==> config.mk <==
export PLATFORM = sky130hd
export DESIGN_NAME = contact_debouncer
export DESIGN_NICKNAME = d
export VERILOG_FILES = /design/src/rtl/deb_pkg.sv /design/src/rtl/deb_sync.sv /design/src/rtl/deb_channel.sv /design/src/rtl/contact_debouncer.sv
export SDC_FILE = /design/constraint.sdc
export NUM_CORES = 1
export LEC_CHECK = 0
export ABC_AREA = 1
export BUFFER_PORTS_ARGS = -buffer_cell sky130_fd_sc_hd__buf_2
export CAP_MARGIN = 25
export CORE_UTILIZATION = 55
export CTS_CLUSTER_DIAMETER = 80
export DETAILED_ROUTE_END_ITERATION = 8
export GPL_TIMING_DRIVEN = 0
export PLACE_DENSITY = 0.76
export SKIP_CTS_REPAIR_TIMING = 1
export SLEW_MARGIN = 5
export SYNTH_ARGS = -nofsm -noshare
export SYNTH_HDL_FRONTEND = slang
export SYNTH_HIERARCHICAL = 1
export SYNTH_SLANG_ARGS = --single-unit
==> constraint.sdc <==
create_clock -name clk -period 2.2 [get_ports clk]
set_input_delay 0.44 -clock clk [delete_from_list [all_inputs] [get_ports clk]]
set_output_delay 0.44 -clock clk [all_outputs]
set_load 0.005 [all_outputs]
==> src/rtl/deb_pkg.sv <==
package deb_pkg;
   localparam int  DEB_CHANNELS    = 6;
   localparam int  DEB_MARKS       = 4;
   localparam int  DEB_SYNC_STAGES = 2;
   localparam bit  DEB_IDLE_LEVEL  = 1'b1;

   // edges from first sampling edge to output flip
   function automatic int deb_latency(input int sync_stages, input int marks);
      return sync_stages + marks;
   endfunction
endpackage

==> src/rtl/deb_sync.sv <==
module deb_sync #(
   parameter int STAGES = 2,
   parameter bit IDLE   = 1'b1
) (
   input  logic clk,
   input  logic rst,
   input  logic d_i,
   output logic q_o
);
   if (STAGES < 0) begin : g_bad_stages
      $error("deb_sync: STAGES must not be negative");
   end

   if (STAGES == 0) begin : g_bypass
      assign q_o = d_i;
   end else if (STAGES == 1) begin : g_single
      logic q1;
      always_ff @(posedge clk) begin
         if (rst) q1 <= IDLE;
         else     q1 <= d_i;
      end
      assign q_o = q1;
   end else begin : g_chain
      logic [STAGES-1:0] chain;
      always_ff @(posedge clk) begin
         if (rst) chain <= {STAGES{IDLE}};
         else     chain <= {chain[STAGES-2:0], d_i};
      end
      assign q_o = chain[STAGES-1];
   end
endmodule

==> src/rtl/deb_channel.sv <==
module deb_channel #(
   parameter int MARKS       = 4,
   parameter int SYNC_STAGES = 2,
   parameter bit IDLE        = 1'b1
) (
   input  logic clk,
   input  logic rst,
   input  logic raw_i,
   output logic clean_o
);
   localparam int HIST_W = MARKS - 1;

   if (MARKS < 2) begin : g_bad_marks
      $error("deb_channel: MARKS must be at least 2");
   end

   logic              samp;
   logic              clean_q;
   logic [HIST_W-1:0] hist;
   logic              differs;
   logic              full;

   deb_sync #(.STAGES(SYNC_STAGES), .IDLE(IDLE)) u_sync (
      .clk (clk),
      .rst (rst),
      .d_i (raw_i),
      .q_o (samp)
   );

   assign differs = samp ^ clean_q;
   assign full    = &hist;

   always_ff @(posedge clk) begin
      if (rst) begin
         hist    <= '0;
         clean_q <= IDLE;
      end else if (!differs) begin
         hist <= '0;
      end else if (full) begin
         clean_q <= samp;
         hist    <= '0;
      end else begin
         hist <= (hist << 1) | HIST_W'(1);
      end
   end

   assign clean_o = clean_q;

   AST_MARK_ADDED: assert property (@(posedge clk) disable iff (rst)
      (differs && !full) |=> ($countones(hist) == $countones($past(hist)) + 1));
   AST_AGREE_CLEARS: assert property (@(posedge clk) disable iff (rst)
      (!differs) |=> (hist == '0));
   AST_FLIP_NEEDS_FULL: assert property (@(posedge clk) disable iff (rst)
      (clean_q != $past(clean_q)) |-> ($past(full) && $past(differs)));
   AST_FLIP_CLEARS: assert property (@(posedge clk) disable iff (rst)
      (clean_q != $past(clean_q)) |-> (hist == '0));
   AST_RESET_IDLE: assert property (@(posedge clk)
      rst |=> (clean_q == IDLE && hist == '0));
endmodule

==> src/rtl/contact_debouncer.sv <==
module contact_debouncer
   import deb_pkg::*;
#(
   parameter int NUM_CH      = DEB_CHANNELS,
   parameter int MARKS       = DEB_MARKS,
   parameter int SYNC_STAGES = DEB_SYNC_STAGES,
   parameter bit IDLE        = DEB_IDLE_LEVEL
) (
   input  logic              clk,
   input  logic              rst,
   input  logic [NUM_CH-1:0] contact_raw,
   output logic [NUM_CH-1:0] contact_clean
);
   localparam int LATENCY = deb_latency(SYNC_STAGES, MARKS);

   if (NUM_CH < 1) begin : g_bad_ch
      $error("contact_debouncer: NUM_CH must be at least 1");
   end
   if (LATENCY < 2) begin : g_bad_lat
      $error("contact_debouncer: latency too short");
   end

   for (genvar ch = 0; ch < NUM_CH; ch++) begin : g_ch
      deb_channel #(
         .MARKS       (MARKS),
         .SYNC_STAGES (SYNC_STAGES),
         .IDLE        (IDLE)
      ) u_chan (
         .clk     (clk),
         .rst     (rst),
         .raw_i   (contact_raw[ch]),
         .clean_o (contact_clean[ch])
      );
   end

   AST_ALL_IDLE_AFTER_RESET: assert property (@(posedge clk)
      rst |=> (contact_clean == {NUM_CH{IDLE}}));
endmodule

==> metrics.md <==
| Metric | Value |
|---|---|
| Type of the worst setup path | `reg2out` |
| Cell Count, Final, Fillers Out | `186` |
| # DRC | `0` |
| Worst hold path class | `in2reg` |
| Reg2reg path depth | `3` |
| Top cell type's share of synthesized area | `0.6038` |
| First-pass GRT wire length | `2.815 mm` |
| WP data required | `1760 ps` |
| Area leader, netlist | `dfxtp_1` |
| I/O pins | `14` |
| Tightest Pin Transition | `343.5 ps` |
| CP delay by family, top | `flip-flops` |
| Total Routing Usage GR | `0.1634` |
| Hold Crit Start | `contact_raw[0]` |
| Final setup TNS | `0 ps` |
| Reg2reg end | `g_ch[0].u_chan/hist[2]` |
| Cell Area, Synth | `1194 µm²` |
| Share of cells above drive strength 1 | `0.1698` |
| GR Overflow Total | `0` |
| Clock Tree Root | `clkbuf_4` |
| Core Util, Final | `0.6763` |
| Vias/cell | `4.559` |
| Sequential area share after synthesis | `0.6038` |
| Cell Area, Placed | `1292 µm²` |
| Final count of negative-setup-slack endpoints | `0` |
| Routability-driven placement congestion ratio | `0.6679` |
| Rows | `16` |
| Hold Vio Cnt, Final | `0` |
| Startpoint types | `flop` |
| Vias | `848` |
| Mapped Cells | `138` |
| Initial antenna violation count | `0` |
| Achievable Freq | `0.7814 GHz` |
| Commonest cells in the netlist | `dfxtp_1, inv_1, nand2_1, a21oi_1, nor2_1` |
| Critical path capture point type | `output port` |
| CTS Buf Count | `5` |
| Die width | `48.59 µm` |
| CTS tree | `done` |
| Antenna viol nets, final | `0` |
| Number of global-route vias before repair | `729` |
| Initial Util | `0.5963` |
| Design area | `1354 µm²` |
| DIE HEIGHT | `48.59 µm` |
| Worst Hold Endpoint | `g_ch[0].u_chan/u_sync/g_chain.chain[0]` |
| Mean routed wirelength per cell | `8.473 µm` |
| Clk pin slew, worst setup/hold paths | `100 ps` |
| Slowest stage cell on the critical path | `dfxtp_1` |
| Core area | `2002 µm²` |
| Worst rel slew slack | `0.7710` |
| CTS Buffer Depth | `2` |
| Largest incremental delay on the critical path | `380 ps` |
| # placed instances | `178` |
| Antenna cell count | `0` |
| Cell Chain, Critical Path | `buf_2` |
| # port buffers | `13` |
| Outcome | `finished clean` |
| Leakage power total | `0.6084 nW` |
| Area grow syn2layout | `13.42%` |
| Max-capacitance violation count | `0` |
| Crit path buf inv count | `1` |
| Fin Clk Skew | `5.217 ps` |
| Drt pass-1 iters | `4` |
| Tcrit/Tclk final | `0.5817` |
| Pin count of the biggest net entering global routing | `19` |
| Clock sinks | `36` |
| Starting DRC count in detailed routing | `11` |
| Synth Register Bits | `36` |
| Peak VDD IR | `0.6409 mV` |
| Main synth FF type | `dfxtp_1` |
| Syn. warnings | `6` |
| CP arrival | `840 ps` |
| Multi-input logic area | `337.8 µm²` |
| Clk_lat worst skew | `330 ps` |
| Post-synth cell types | `9` |
| Syn Area/Cell | `8.650 µm²` |
| # nets final | `166` |
| Worst-path fanout max | `4` |
| DP HPWL | `1.126 mm` |
| Reg2Reg Launch Point | `g_ch[0].u_chan/clean_o` |
| Cell area power density | `778.7 nW/µm²` |
| Hold path depth | `3` |
| # fillers | `174` |
| Reg area | `720.7 µm²` |
| Die ar. | `2361 µm²` |
| Dominant cells by area after synthesis | `dfxtp_1, inv_1, nand2_1` |
| Syn_nets | `146` |
| Flop-to-flop setup slack | `1390 ps` |
| H-tree levels | `2` |
| Final Slew Violations | `0` |
| Post-synth EDFFs | `0` |
| RSZ-0062 raised after global routing | `false` |
| Fin crit period | `1280 ps` |
| Post-Route WL | `1.576 mm` |
| Post-synth ARST share | `0` |
stage by stage:
stage / power [mW] / hold WS [ps] / setup WS (ps)
6_report: 1.054 / 269.8 / 920.3
5_1_grt: 1.108 / 255.2 / 842.7
2_1_floorplan: 0.7020 / 386.5 / 1408
3_5_place_dp: 0.7170 / 399.8 / 1078
3_3_place_gp: 0.7144 / 393.4 / 1122
4_1_cts: 1.070 / 256.5 / 902.3
worst max path at each step:
stage | to | depth (start not counted) | slack, ps | from
2_1_floorplan | g_ch[0].u_chan/hist[1] | 3 | 1410 | rst
5_1_grt | contact_clean[3] | 1 | 840 | g_ch[3].u_chan/clean_o
4_1_cts | contact_clean[3] | 1 | 900 | g_ch[3].u_chan/clean_o
3_5_place_dp | g_ch[5].u_chan/hist[1] | 4 | 1080 | rst
6_report | contact_clean[3] | 1 | 920 | g_ch[3].u_chan/clean_o
3_3_place_gp | g_ch[5].u_chan/hist[2] | 4 | 1120 | rst
routing by layer:
| metal | vias to the layer above | routed length (µm) | global-route usage |
|---|---|---|---|
| met5 | - | 0 | 0 |
| met4 | 0 | 28 | 0.08824 |
| met2 | 17 | 675 | 0.2441 |
| met1 | 368 | 772 | 0.1831 |
| met3 | 4 | 99 | 0.09434 |
| li1 | 459 | - | - |
cells in the final DEF, fill, tap and decap left out:
master / synthesis / layout
buf_2: 0 / 13
clkinv_2: 0 / 2
or2_0: 6 / 6
nand4_1: 6 / 6
nand2_1: 18 / 18
clkbuf_8: 0 / 1
clkbuf_4: 0 / 5
nor2_1: 12 / 12
nand3_1: 6 / 6
inv_1: 36 / 36
a21oi_1: 12 / 12
nand3_2: 6 / 6
dfxtp_1: 36 / 36
state kept, by name, indices dropped and copies added (netlist names):
| name | flops |
|---|---|
| g_ch.u_chan/hist | 18 |
| g_ch.u_chan/clean_o | 6 |
| g_ch.u_chan/u_sync/g_chain.chain | 12 |
final cells by class:
type                       instances  area share
sequential                        36      0.5323
multi-input combinational         66      0.2495
inverter                          36     0.09982
timing repair buffer              13     0.04806
clock buffer                       6     0.03789
tap                               27     0.02495
clock inverter                     2    0.007394
worst min-delay path, stage by stage:
cell and delay (ps):
buf_2 70, inv_1 30, nand2_1 40
logic make-up (layout without fill, tap and decap cells):
logic type,after synthesis,count (layout),synth area share
buffers and inverters,36,57,0.1132
AND/OR/NAND/NOR,54,54,0.2327
AO/OA/AOI/OAI,12,12,0.05032
flip-flops,36,36,0.6038
power breakdown:
part / total (mW) / internal [mW] / leakage [nW] / switching, mW
clock: 0.353 / 0.152 / 0.0380 / 0.201
combinational: 0.0299 / 0.0117 / 0.277 / 0.0182
sequential: 0.671 / 0.665 / 0.294 / 0.00650
total: 1.05 / 0.829 / 0.608 / 0.226
(Power assumes the default switching activity.)
